===== src/rtl/pcic_pkg.sv =====
package pcic_pkg;
  localparam int unsigned ADDR_ENABLE = 0;
  localparam int unsigned ADDR_FLAG   = 1;
  localparam int unsigned ADDR_MASK0  = 2;
endpackage


===== src/rtl/pcic_change_det.sv =====
module pcic_change_det #(
  parameter int unsigned PORT_W = 8
) (
  input  logic              clk,
  input  logic              rst,
  input  logic [PORT_W-1:0] pins_i,
  input  logic [PORT_W-1:0] mask_i,
  output logic              hit_o
);
  logic [PORT_W-1:0] prev_q;

  // Reference level follows the pins; reset loads the present levels
  always_ff @(posedge clk) begin
    prev_q <= pins_i;
  end

  assign hit_o = |((pins_i ^ prev_q) & mask_i) & ~rst;
endmodule


===== src/rtl/pcic_flag_bank.sv =====
module pcic_flag_bank #(
  parameter int unsigned NUM_GROUPS = 3
) (
  input  logic                  clk,
  input  logic                  rst,
  input  logic [NUM_GROUPS-1:0] set_i,
  input  logic [NUM_GROUPS-1:0] clr_i,
  output logic [NUM_GROUPS-1:0] flag_q,
  output logic [NUM_GROUPS-1:0] flag_d
);
  // Set has priority over a same-cycle acknowledge
  assign flag_d = set_i | (flag_q & ~clr_i);

  always_ff @(posedge clk) begin
    if (rst) flag_q <= '0;
    else     flag_q <= flag_d;
  end

  for (genvar g = 0; g < NUM_GROUPS; g++) begin : g_chk
    p_set_wins_r7: assert property (@(posedge clk) disable iff (rst)
      set_i[g] |=> flag_q[g]);
    p_clear_r5: assert property (@(posedge clk) disable iff (rst)
      (clr_i[g] && !set_i[g]) |=> !flag_q[g]);
    p_hold_r5: assert property (@(posedge clk) disable iff (rst)
      (!clr_i[g] && flag_q[g]) |=> flag_q[g]);
    p_no_spurious_r4: assert property (@(posedge clk) disable iff (rst)
      (!set_i[g] && !flag_q[g]) |=> !flag_q[g]);
  end
endmodule


===== src/rtl/pcic_regs.sv =====
module pcic_regs
  import pcic_pkg::*;
#(
  parameter int unsigned NUM_GROUPS = 3,
  parameter int unsigned PORT_W     = 8,
  parameter int unsigned ADDR_W     = 3
) (
  input  logic                         clk,
  input  logic                         rst,
  input  logic                         wr_en_i,
  input  logic [ADDR_W-1:0]            addr_i,
  input  logic [PORT_W-1:0]            wr_data_i,
  input  logic [NUM_GROUPS-1:0]        flag_q_i,
  output logic [NUM_GROUPS-1:0]        en_q,
  output logic [NUM_GROUPS-1:0]        en_d,
  output logic [NUM_GROUPS*PORT_W-1:0] mask_o,
  output logic [NUM_GROUPS-1:0]        clr_o,
  output logic [PORT_W-1:0]            rd_data_o
);
  logic wr_enable, wr_flag;
  logic [PORT_W-1:0] rd_next;

  assign wr_enable = wr_en_i && (addr_i == ADDR_W'(ADDR_ENABLE));
  assign wr_flag   = wr_en_i && (addr_i == ADDR_W'(ADDR_FLAG));
  assign clr_o     = wr_flag ? wr_data_i[NUM_GROUPS-1:0] : '0;
  assign en_d      = wr_enable ? wr_data_i[NUM_GROUPS-1:0] : en_q;

  always_ff @(posedge clk) begin
    if (rst) en_q <= '0;
    else     en_q <= en_d;
  end

  for (genvar g = 0; g < NUM_GROUPS; g++) begin : g_mask
    logic [PORT_W-1:0] mask_q;
    always_ff @(posedge clk) begin
      if (rst)
        mask_q <= '0;
      else if (wr_en_i && (addr_i == ADDR_W'(ADDR_MASK0 + g)))
        mask_q <= wr_data_i;
    end
    assign mask_o[g*PORT_W +: PORT_W] = mask_q;
  end

  always_comb begin
    rd_next = '0;
    if (addr_i == ADDR_W'(ADDR_ENABLE)) rd_next[NUM_GROUPS-1:0] = en_q;
    if (addr_i == ADDR_W'(ADDR_FLAG))   rd_next[NUM_GROUPS-1:0] = flag_q_i;
    for (int g = 0; g < NUM_GROUPS; g++) begin
      if (addr_i == ADDR_W'(ADDR_MASK0 + g)) rd_next = mask_o[g*PORT_W +: PORT_W];
    end
  end

  always_ff @(posedge clk) begin
    if (rst) rd_data_o <= '0;
    else     rd_data_o <= rd_next;
  end
endmodule


===== src/rtl/pcic_top.sv =====
module pcic_top #(
  parameter int unsigned NUM_GROUPS = 3,
  parameter int unsigned PORT_W     = 8,
  parameter int unsigned ADDR_W     = 3
) (
  input  logic                         clk,
  input  logic                         rst,
  input  logic [NUM_GROUPS*PORT_W-1:0] pins_i,
  input  logic                         wr_en_i,
  input  logic [ADDR_W-1:0]            addr_i,
  input  logic [PORT_W-1:0]            wr_data_i,
  output logic [PORT_W-1:0]            rd_data_o,
  output logic [NUM_GROUPS-1:0]        irq_o
);
  logic [NUM_GROUPS-1:0]        hit, clr, flag_q, flag_d, en_q, en_d;
  logic [NUM_GROUPS*PORT_W-1:0] mask;

  pcic_regs #(.NUM_GROUPS(NUM_GROUPS), .PORT_W(PORT_W), .ADDR_W(ADDR_W)) i_regs (
    .clk(clk), .rst(rst), .wr_en_i(wr_en_i), .addr_i(addr_i), .wr_data_i(wr_data_i),
    .flag_q_i(flag_q), .en_q(en_q), .en_d(en_d), .mask_o(mask), .clr_o(clr),
    .rd_data_o(rd_data_o)
  );

  for (genvar g = 0; g < NUM_GROUPS; g++) begin : g_port
    pcic_change_det #(.PORT_W(PORT_W)) i_det (
      .clk(clk), .rst(rst),
      .pins_i(pins_i[g*PORT_W +: PORT_W]),
      .mask_i(mask[g*PORT_W +: PORT_W]),
      .hit_o(hit[g])
    );
  end

  pcic_flag_bank #(.NUM_GROUPS(NUM_GROUPS)) i_flags (
    .clk(clk), .rst(rst), .set_i(hit), .clr_i(clr), .flag_q(flag_q), .flag_d(flag_d)
  );

  always_ff @(posedge clk) begin
    if (rst) irq_o <= '0;
    else     irq_o <= flag_d & en_d;
  end

  p_reset_r1: assert property (@(posedge clk) rst |=> (irq_o == '0));

  for (genvar g = 0; g < NUM_GROUPS; g++) begin : g_chk
    p_irq_gate_r6: assert property (@(posedge clk) disable iff (rst)
      irq_o[g] |-> (en_q[g] && flag_q[g]));
    p_irq_raise_r6: assert property (@(posedge clk) disable iff (rst)
      (en_q[g] && flag_q[g]) |-> irq_o[g]);
  end
endmodule


===== config.mk =====
export PLATFORM = sky130hd
export DESIGN_NAME = pcic_top
export DESIGN_NICKNAME = d
export VERILOG_FILES = /design/src/rtl/pcic_pkg.sv /design/src/rtl/pcic_change_det.sv /design/src/rtl/pcic_flag_bank.sv /design/src/rtl/pcic_regs.sv /design/src/rtl/pcic_top.sv
export SDC_FILE = /design/constraint.sdc
export NUM_CORES = 1
export LEC_CHECK = 0
export BUFFER_PORTS_ARGS = -buffer_cell sky130_fd_sc_hd__buf_4
export CORE_MARGIN = 2
export CORE_UTILIZATION = 45
export CTS_BUF_LIST = sky130_fd_sc_hd__clkbuf_2
export DETAILED_ROUTE_END_ITERATION = 8
export HOLD_SLACK_MARGIN = 0.03
export PLACE_DENSITY = 0.64
export SYNTH_ARGS = -nofsm -noshare
export SYNTH_HDL_FRONTEND = slang
export SYNTH_SLANG_ARGS = --single-unit
export TNS_END_PERCENT = 30

===== constraint.sdc =====
create_clock -name clk -period 2.9 [get_ports clk]
set_input_delay 0.145 -clock clk [delete_from_list [all_inputs] [get_ports clk]]
set_output_delay 0.145 -clock clk [all_outputs]
set_load 0.1 [all_outputs]

==> results of run 1 <==
repair_timing:
action / 4_1_cts / 5_1_grt
hold buffers: 34 / 0
setup endpoints to repair: 0 / 0
endpoints found under the hold margin: 60 / 0
area by class of cell:
class,count,share of cell area
sequential,65,0.386
multi-input combinational,164,0.333
timing repair buffer,82,0.208
clock inverter,6,0.0316
tap,72,0.0267
clock buffer,10,0.0149
logic make-up (layout without fill, tap and decap cells):
logic type	Yosys count	count (layout)	share of synthesized area
AO/OA/AOI/OAI	42	42	0.105
AND/OR/NAND/NOR	79	79	0.165
flip-flops	65	65	0.518
buffers and inverters	11	98	0.0349
multiplexers	19	19	0.0937
XOR/XNOR	24	24	0.0837
layout by cell type, fill, tap and decap left out, drive strengths merged:
cell type    instances
and2                 1
nor3b                2
a21oi               27
bufinv               3
nand2               40
a22oi               12
nor2                23
dfxtp               65
mux4                 3
and4bb               1
nand2b               4
clkinv               2
nor4b                1
xor2                24
and4                 3
nand3                3
or2                  1
mux2i               16
dlygate4sd3         34
clkbuf              10
a21boi               3
buf                 48
clkinvlp             1
where the power goes:
group / total [W] / switching [W] / internal [W]
sequential: 0.000942 / 0.0000168 / 0.000925
clock: 0.000696 / 0.000325 / 0.000371
combinational: 0.000195 / 0.0000911 / 0.000104
total: 0.00183 / 0.000433 / 0.00140
per-layer routing:
metal,GRT usage,vias up
met2,0.321,42
li1,-,984
met5,0,-
met4,0.0947,0
met1,0.241,876
met3,0.0379,10
state kept, by name, indices dropped and copies added (netlist names):
name	flops
i_regs.en_q	3
i_regs.g_mask.mask_q	24
irq_o	3
i_regs.rd_data_o	8
i_flags.flag_q	3
g_port.i_det.prev_q	24
worst max-delay path, cell delays in order:
cell and delay [ns]:
dlygate4sd3_1 0.53, buf_4 0.17, nand2b_4 0.19, nor3b_2 0.71, mux2i_1 0.26, nor2_1 0.05
how the worst max path moves through the flow:
| stage | to | slack [ns] | cells after the start |
|---|---|---|---|
| final | i_regs.g_mask[0].mask_q[3]$_SDFFE_PP0P_ | 1.21 | 6 |
| after CTS | i_regs.g_mask[0].mask_q[3]$_SDFFE_PP0P_ | 1.24 | 6 |
| after detailed placement | i_regs.g_mask[0].mask_q[1]$_SDFFE_PP0P_ | 1.26 | 5 |
| after global routing | i_regs.g_mask[0].mask_q[3]$_SDFFE_PP0P_ | 1.14 | 6 |
| after floorplan | i_regs.g_mask[0].mask_q[0]$_SDFFE_PP0P_ | 1.70 | 7 |
| after global placement | i_regs.g_mask[0].mask_q[6]$_SDFFE_PP0P_ | 1.32 | 5 |
metrics by stage:
stage | hold slack (ns) | std cells
after global placement | 0.265 | 349
after detailed placement | 0.267 | 349
after CTS | 0.0335 | 399
after floorplan | 0.173 | 240
after global routing | 0.0499 | 399
final | 0.0656 | 399
==> impl_metrics.toml, run 1 <==
[yosys]
yosysTopAreaCell = "dfxtp_1"
ys_types = 27
yosys-top-cells-area = "dfxtp_1, xor2_1, mux2i_1"
synth.avg_cell_area_sq_um = 10.5
synth.top_cell.area_share = 0.518
synth_common_cells = "dfxtp_1, nand2_1, a21oi_1, xor2_1, nor2_1"
synth_edf_count = 0
synthCells = 240
yosysWarnings = 0
ys.flop_type = "dfxtp_1"
netlist_area_sq_mm = 0.00251
async_reset_ff_frac = 0
yosysMostFrequentCell = "dfxtp_1"
ys_seq_area_frac = 0.518
ys_seq_elements = 65
synth_nets = 278

[timing]
slew_viol_final = 0
worst_slack_ns = 1.21
fin_crit_ns = 1.69
slew_headroom = 0.449
grt_setup_unrepaired = "no"
fin_setup_tns_ns = 0
tightest_slew_ns = 0.823
finalSetupViolations = 0
clock.fmax_ghz = 0.592
finalHoldViolations = 0
skew_ns = 0.0180
period_share = 0.583

[drt]
dr.pass1.iters = 4
routed.top_layer = "met4"
drt_iter0_markers = 84
vias = 1912
wl_met3_um = 218
detail_route.wl_per_cell_um = 13.4
wl_met2_mm = 2.57
finalWirelength_mm = 5.34
ant_nets = 0
met1_length_mm = 2.44
drc = 0
vias_per_cell = 4.79

[floorplan]
initial_utilization = 0.461
io_pins = 49
die_h_um = 78.7
die_area_sq_mm = 0.00619
core_area_sq_mm = 0.00544
die_w_um = 78.7
rows = 27

[cells_and_area]
seq_area_sq_mm = 0.00130
syn2layout_area_growth_pct = 34.2
n_antenna_cell = 0
nets = 360
drive_above_1_share = 0.239
final_design_area_no_fill_sq_mm = 0.00337
multi_input_area_sq_mm = 0.00112
utilization = 0.620
fillers = 470

[worst_setup_path]
cp_data_required_time_ns = 3.27
rrSetupSlack_ns = 1.71
rr_worst_depth = 4
r2r-start = "g_port[1].i_det.prev_q[6]$_DFF_P_"
path_class = "in2reg"
critPathLaunch = "addr_i[2]"
r2r-end = "i_flags.flag_q[1]$_SDFF_PP0_"
critPathLaunchType = "input port"
arrival_ns = 2.06
end_kind = "flip-flop"
path_max_fanout = 10

[global_route]
antenna_found_initial = 0
gr-usage-all-layers = 0.194
grt_max_degree = 39
grt-ovfl-total = 0
grt_first_pass_wirelength_mm = 9.14
grt_pass1_vias = 1945

[clock_tree]
clkTransAtPathRegs_ns = 0.18
cts_buffer_depth = 2
cts_setup_buffers = 0
ctsResizeCount = 0
cts_made_buffers = 9
clk-insertion-delay-late_ns = 0.49
ctsHtreeMaxLevel = 3
numClockSinks = 65
cts_tree = "built"
root_buffer = "clkbuf_2"

[status]
status = "completed"

[power]
leakage_nw = 1.34
finalPower_w = 0.00183
peakVddDrop_mv = 0.326
powerDensity_mw_per_mm2 = 544

[worst_hold_path]
holdCritStartpoint = "wr_en_i"
hold_end = "i_regs.g_mask[1].mask_q[2]$_SDFFE_PP0P_"
hold_depth = 5
hold_path_class = "in2reg"

[place]
placed_cell_area_sq_mm = 0.00287
routabilityCongestion = 0.770
port_buffers = 48
dp_slack_ns = 1.26
place_hpwl_mm = 3.73

[job]
max_cap_violations = 0
(Power assumes the default switching activity.)
==> inputs of run 2 (changes only) <==
PLACE_DENSITY = 0.67   (was 0.64)
clock period = 1.4 ns   (was 2.9 ns; I/O delays follow)
==> impl_metrics.toml, run 2 (synthesized netlist as in run 1, its figures left out) <==
[clock_tree]
root_buffer = "clkbuf_2"
cts_buffer_depth = 2
cts_made_buffers = 9
ctsHtreeMaxLevel = 3
clkTransAtPathRegs_ns = 0.18
cts_setup_buffers = 0
numClockSinks = 65
cts_tree = "built"
clk-insertion-delay-late_ns = 0.49

[place]
dp.cells = 351
place_hpwl_mm = 3.86
placed_cell_area_sq_mm = 0.00289
dp_slack_ns = 0.162
routabilityCongestion = 0.848
port_buffers = 48

[cells_and_area]
n_antenna_cell = 0
fillers = 459
final_common_cell = "dfxtp_1"
multi_input_area_sq_mm = 0.00112
drive_above_1_share = 0.237
nets = 370
layout_common_cells = "dfxtp_1, buf_4, dlygate4sd3_1"
seq_area_sq_mm = 0.00130
final_design_area_no_fill_sq_mm = 0.00344
syn2layout_area_growth_pct = 37.0
fin_cells = 409
top_regs = "g_port.i_det.prev_q (24), i_regs.g_mask.mask_q (24), i_regs.rd_data_o (8)"

[timing]
fin_crit_ns = 1.37
tightest_slew_ns = 0.409
fin_setup_tns_ns = 0
grt_setup_unrepaired = "no"
worst_slack_ns = 0.0255
skew_ns = 0.0155
clock.fmax_ghz = 0.728
finalHoldViolations = 0
period_share = 0.982
finalSetupViolations = 0
slew_viol_final = 0
slew_headroom = 0.727

[drt]
detail_route.wl_per_cell_um = 13.8
vias = 1991
drc = 0
dr.pass1.iters = 4
ant_nets = 0
drt_iter0_markers = 127
finalWirelength_mm = 5.65
vias_per_cell = 4.87

[global_route]
grt_pass1_vias = 1944
antenna_found_initial = 0
grt_max_degree = 39
grt-ovfl-total = 0
gr-usage-all-layers = 0.203
grt_first_pass_wirelength_mm = 9.36

[worst_setup_path]
cp_data_required_time_ns = 1.81
arrival_ns = 1.78
r2r-end = "i_regs.g_mask[2].mask_q[3]$_SDFFE_PP0P_"
critPathLaunchType = "input port"
rrSetupSlack_ns = 0.22
path_class = "in2reg"
crit_end = "irq_o[1]$_SDFF_PP0_"
rr_worst_depth = 3
r2r-start = "i_regs.g_mask[2].mask_q[3]$_SDFFE_PP0P_"
critPathLaunch = "addr_i[2]"
path_max_fanout = 7
end_kind = "flip-flop"

[power]
peakVddDrop_mv = 0.964
finalPower_w = 0.00361
leakage_nw = 1.38
powerDensity_mw_per_mm2 = 1050

[floorplan]
die_h_um = 78.7
initial_utilization = 0.461
rows = 27
die_w_um = 78.7
core_area_sq_mm = 0.00544
die_area_sq_mm = 0.00619
io_pins = 49

[worst_hold_path]
hold_path_class = "in2reg"

[job]
max_cap_violations = 0

[status]
status = "completed"
run 2: cell count changes in the layout (fill, tap and decap cells not counted), sizes merged:
cell	previous run	this run
clkbuf	10	9
buf	48	50
clkinv	2	4
bufinv	3	2
dlygate4sd3	34	42
run 2: area by class of cell:
cell class	count	area share
clock buffers	9	0.0131
clock inverters	7	0.0247
multi-input cells	164	0.326
flip-flops and latches	65	0.378
well taps	72	0.0262
repair buffers	92	0.231
run 2: worst max-delay path, stage by stage:
cell,delay (ns)
buf_4,0.13
dlygate4sd3_1,0.66
nor4b_4,0.43
mux2i_1,0.28
nor2_2,0.05
a21boi_2,0.16
run 2: per-layer routing:
layer / vias up / part of all wire / GRT usage
met5: - / 0 / 0
met4: 0 / 0.015 / 0.0737
met3: 7 / 0.055 / 0.0793
met2: 51 / 0.49 / 0.317
met1: 932 / 0.44 / 0.253
li1: 1001 / - / -
run 2: power by group:
group          internal, W  switching, W  leakage, nW
Clock             0.000573      0.000658       0.0768
Sequential         0.00192     0.0000340        0.534
Combinational     0.000227      0.000196        0.767
Total              0.00272      0.000889         1.38
run 2: how the worst min path moves through the flow:
stage	from	to	slack, ns	cells past startpoint
finish	addr_i[0]	i_regs.g_mask[1].mask_q[3]$_SDFFE_PP0P_	0.07	5
global route	addr_i[0]	i_regs.g_mask[1].mask_q[6]$_SDFFE_PP0P_	0.03	5
CTS	addr_i[0]	i_regs.g_mask[1].mask_q[6]$_SDFFE_PP0P_	0.03	5
detailed placement	pins_i[20]	g_port[2].i_det.prev_q[4]$_DFF_P_	0.19	1
global placement	pins_i[16]	g_port[2].i_det.prev_q[0]$_DFF_P_	0.19	1
floorplan	pins_i[0]	g_port[0].i_det.prev_q[0]$_DFF_P_	0.1	0
run 2: what timing repair did:
item / CTS / global route
gates resized for setup: 0 / 1
hold endpoints to repair: 65 / 1
endpoints found under the setup margin: 0 / 1
hold buffers: 40 / 2
run 2: through the flow:
step	hold WS, ns	util
final	0.0651	0.632
after global routing	0.0310	0.632
after CTS	0.0308	0.628
after detailed placement	0.191	0.531
after global placement	0.190	0.531
after floorplan	0.0977	-
==> inputs of run 3 (changes only) <==
SYNTH_HIERARCHICAL = 1   (was default)
==> impl_metrics.toml, run 3 <==
[status]
status = "completed"

[global_route]
grt_first_pass_wirelength_mm = 9.45
antenna_found_initial = 0
grt-ovfl-total = 0
grt_max_degree = 24
gr-usage-all-layers = 0.198
grt_pass1_vias = 2017

[place]
port_buffers = 48
dp.cells = 352
place_hpwl_mm = 3.89
routabilityCongestion = 0.810

[clock_tree]
cts_tree = "built"
clk-insertion-delay-late_ns = 0.48
ctsHtreeMaxLevel = 3
ctsResizeCount = 0
cts_setup_buffers = 0
numClockSinks = 65
cts_buffer_depth = 2
cts_made_buffers = 9
clkTransAtPathRegs_ns = 0.17
root_buffer = "clkbuf_2"

[drt]
ant_nets = 0
vias_per_cell = 5.09
drc = 0
finalWirelength_mm = 5.81
detail_route.wl_per_cell_um = 14.4
vias = 2050
drt_iter0_markers = 105
dr.pass1.iters = 5

[worst_setup_path]
end_kind = "flip-flop"
cp_data_required_time_ns = 1.79
path_class = "in2reg"
arrival_ns = 1.77
critPathLaunch = "addr_i[1]"
critPathLaunchType = "input port"
path_max_fanout = 11
r2r-start = "g_port[0].i_det/prev_q[4]$_DFF_P_"

[worst_hold_path]
hold_path_class = "in2reg"
holdCritStartpoint = "wr_en_i"

[cells_and_area]
top_regs = "g_port.i_det/prev_q (24), i_regs/g_mask.mask_q (24), i_regs/rd_data_o (8)"
multi_input_area_sq_mm = 0.00117
fillers = 478
final_common_cell = "dfxtp_1"
nets = 365
drive_above_1_share = 0.260
fin_cells = 403
n_antenna_cell = 0
syn2layout_area_growth_pct = 33.9
seq_area_sq_mm = 0.00130
layout_common_cells = "dfxtp_1, buf_4, dlygate4sd3_1"

[yosys]
ys_seq_area_frac = 0.506
yosysTopAreaCell = "dfxtp_1"
netlist_area_sq_mm = 0.00257
synth_common_cells = "dfxtp_1, nand2_1, nor2_1, xor2_1, a22oi_1"
synthCells = 240
yosysMostFrequentCell = "dfxtp_1"
yosys-top-cells-area = "dfxtp_1, xor2_1, mux2i_1"
ys.flop_type = "dfxtp_1"
ys_seq_elements = 65
synth.avg_cell_area_sq_um = 10.7
async_reset_ff_frac = 0
ys_types = 30
synth_nets = 278
synth.top_cell.area_share = 0.506
synth_edf_count = 0
yosysWarnings = 6

[floorplan]
rows = 27
die_area_sq_mm = 0.00633
die_h_um = 79.6
die_w_um = 79.6
core_area_sq_mm = 0.00551
io_pins = 49
initial_utilization = 0.467

[power]
p_clk_frac = 0.304
leakage_nw = 1.43
p_comb_frac = 0.127
netSwitchingFraction = 0.253
pwr-share-seq = 0.568
peakVddDrop_mv = 0.564
powerDensity_mw_per_mm2 = 997
internal_power_w = 0.00256
power_switching_w = 0.000869

[timing]
slew_headroom = 0.701
skew_ns = 0.0206
fin_setup_tns_ns = 0
tightest_slew_ns = 0.447
fin_crit_ns = 1.37
slew_viol_final = 0
finalSetupViolations = 0
grt_setup_unrepaired = "no"
period_share = 0.981
finalHoldViolations = 0
clock.fmax_ghz = 0.728

[job]
max_cap_violations = 0
## run 3: logic make-up (layout without fill, tap and decap cells)
group / after synthesis / count (layout) / share of synthesized area
AOI/OAI and AO/OA: 37 / 37 / 0.0974
xor gates and xnor gates: 24 / 24 / 0.0818
buffers and inverters: 15 / 106 / 0.0365
DFF: 65 / 65 / 0.506
muxes: 27 / 27 / 0.111
and+or+nand+nor: 72 / 72 / 0.167
## run 3: final cells by class
type / count / share of cell area
clock buffers: 11 / 0.0160
clock inverters: 4 / 0.0131
inverters: 3 / 0.00327
multi-input cells: 160 / 0.341
flip-flops and latches: 65 / 0.378
well taps: 72 / 0.0262
repair buffers: 88 / 0.222
## run 3: path summary, 6_finish.rpt
kind                                             end  cells after the start  slack, ns
max                              irq_o[1]$_SDFF_PP0_                      5       0.03
min          i_regs/g_mask[1].mask_q[1]$_SDFFE_PP0P_                      4       0.20
max reg2reg                      irq_o[0]$_SDFF_PP0_                      6       0.15
min reg2reg  i_regs/g_mask[1].mask_q[1]$_SDFFE_PP0P_                      2       0.48
## run 3: stage by stage
stage	worst slack (ns)	util	hold slack (ns)	total power, W	cell area, sq um
floorplan	0.265	-	0.0977	0.00219	2570
CTS	0.0782	0.625	0.148	0.00345	3440
finish	0.0264	0.625	0.198	0.00343	3440
global placement	0.0965	0.541	0.189	0.00234	2980
detailed placement	0.0923	0.541	0.191	0.00234	2980
global route	0.0354	0.625	0.170	0.00357	3440
## run 3: power groups by stage
stage	Sequential, W	Clock (W)	Combinational (W)
2_1_floorplan	0.00201	0	0.000178
3_3_place_gp	0.00199	0	0.000354
3_5_place_dp	0.00199	0	0.000355
4_1_cts	0.00195	0.00107	0.000436
5_1_grt	0.00196	0.00114	0.000473
6_report	0.00195	0.00104	0.000437
## run 3: critical path, stage by stage
cell and delay [ns]:
dlygate4sd3_1 0.54, buf_4 0.18, nor4b_4 0.40, mux2_2 0.40, and3b_1 0.18
## run 3: what timing repair did
| item | CTS | global route |
|---|---|---|
| hold endpoints to repair | 61 | 0 |
| setup endpoints to repair | 0 | 0 |
| hold buffers | 36 | 0 |
## run 3: per-layer routing
| layer | part of all wire | vias to the layer above | track usage | routed length [um] |
|---|---|---|---|---|
| li1 | - | 1000 | - | - |
| met1 | 0.46 | 979 | 0.251 | 2670 |
| met4 | 0.018 | 0 | 0.0845 | 102 |
| met2 | 0.47 | 61 | 0.318 | 2720 |
| met5 | 0 | - | 0 | 0 |
| met3 | 0.056 | 10 | 0.0532 | 323 |
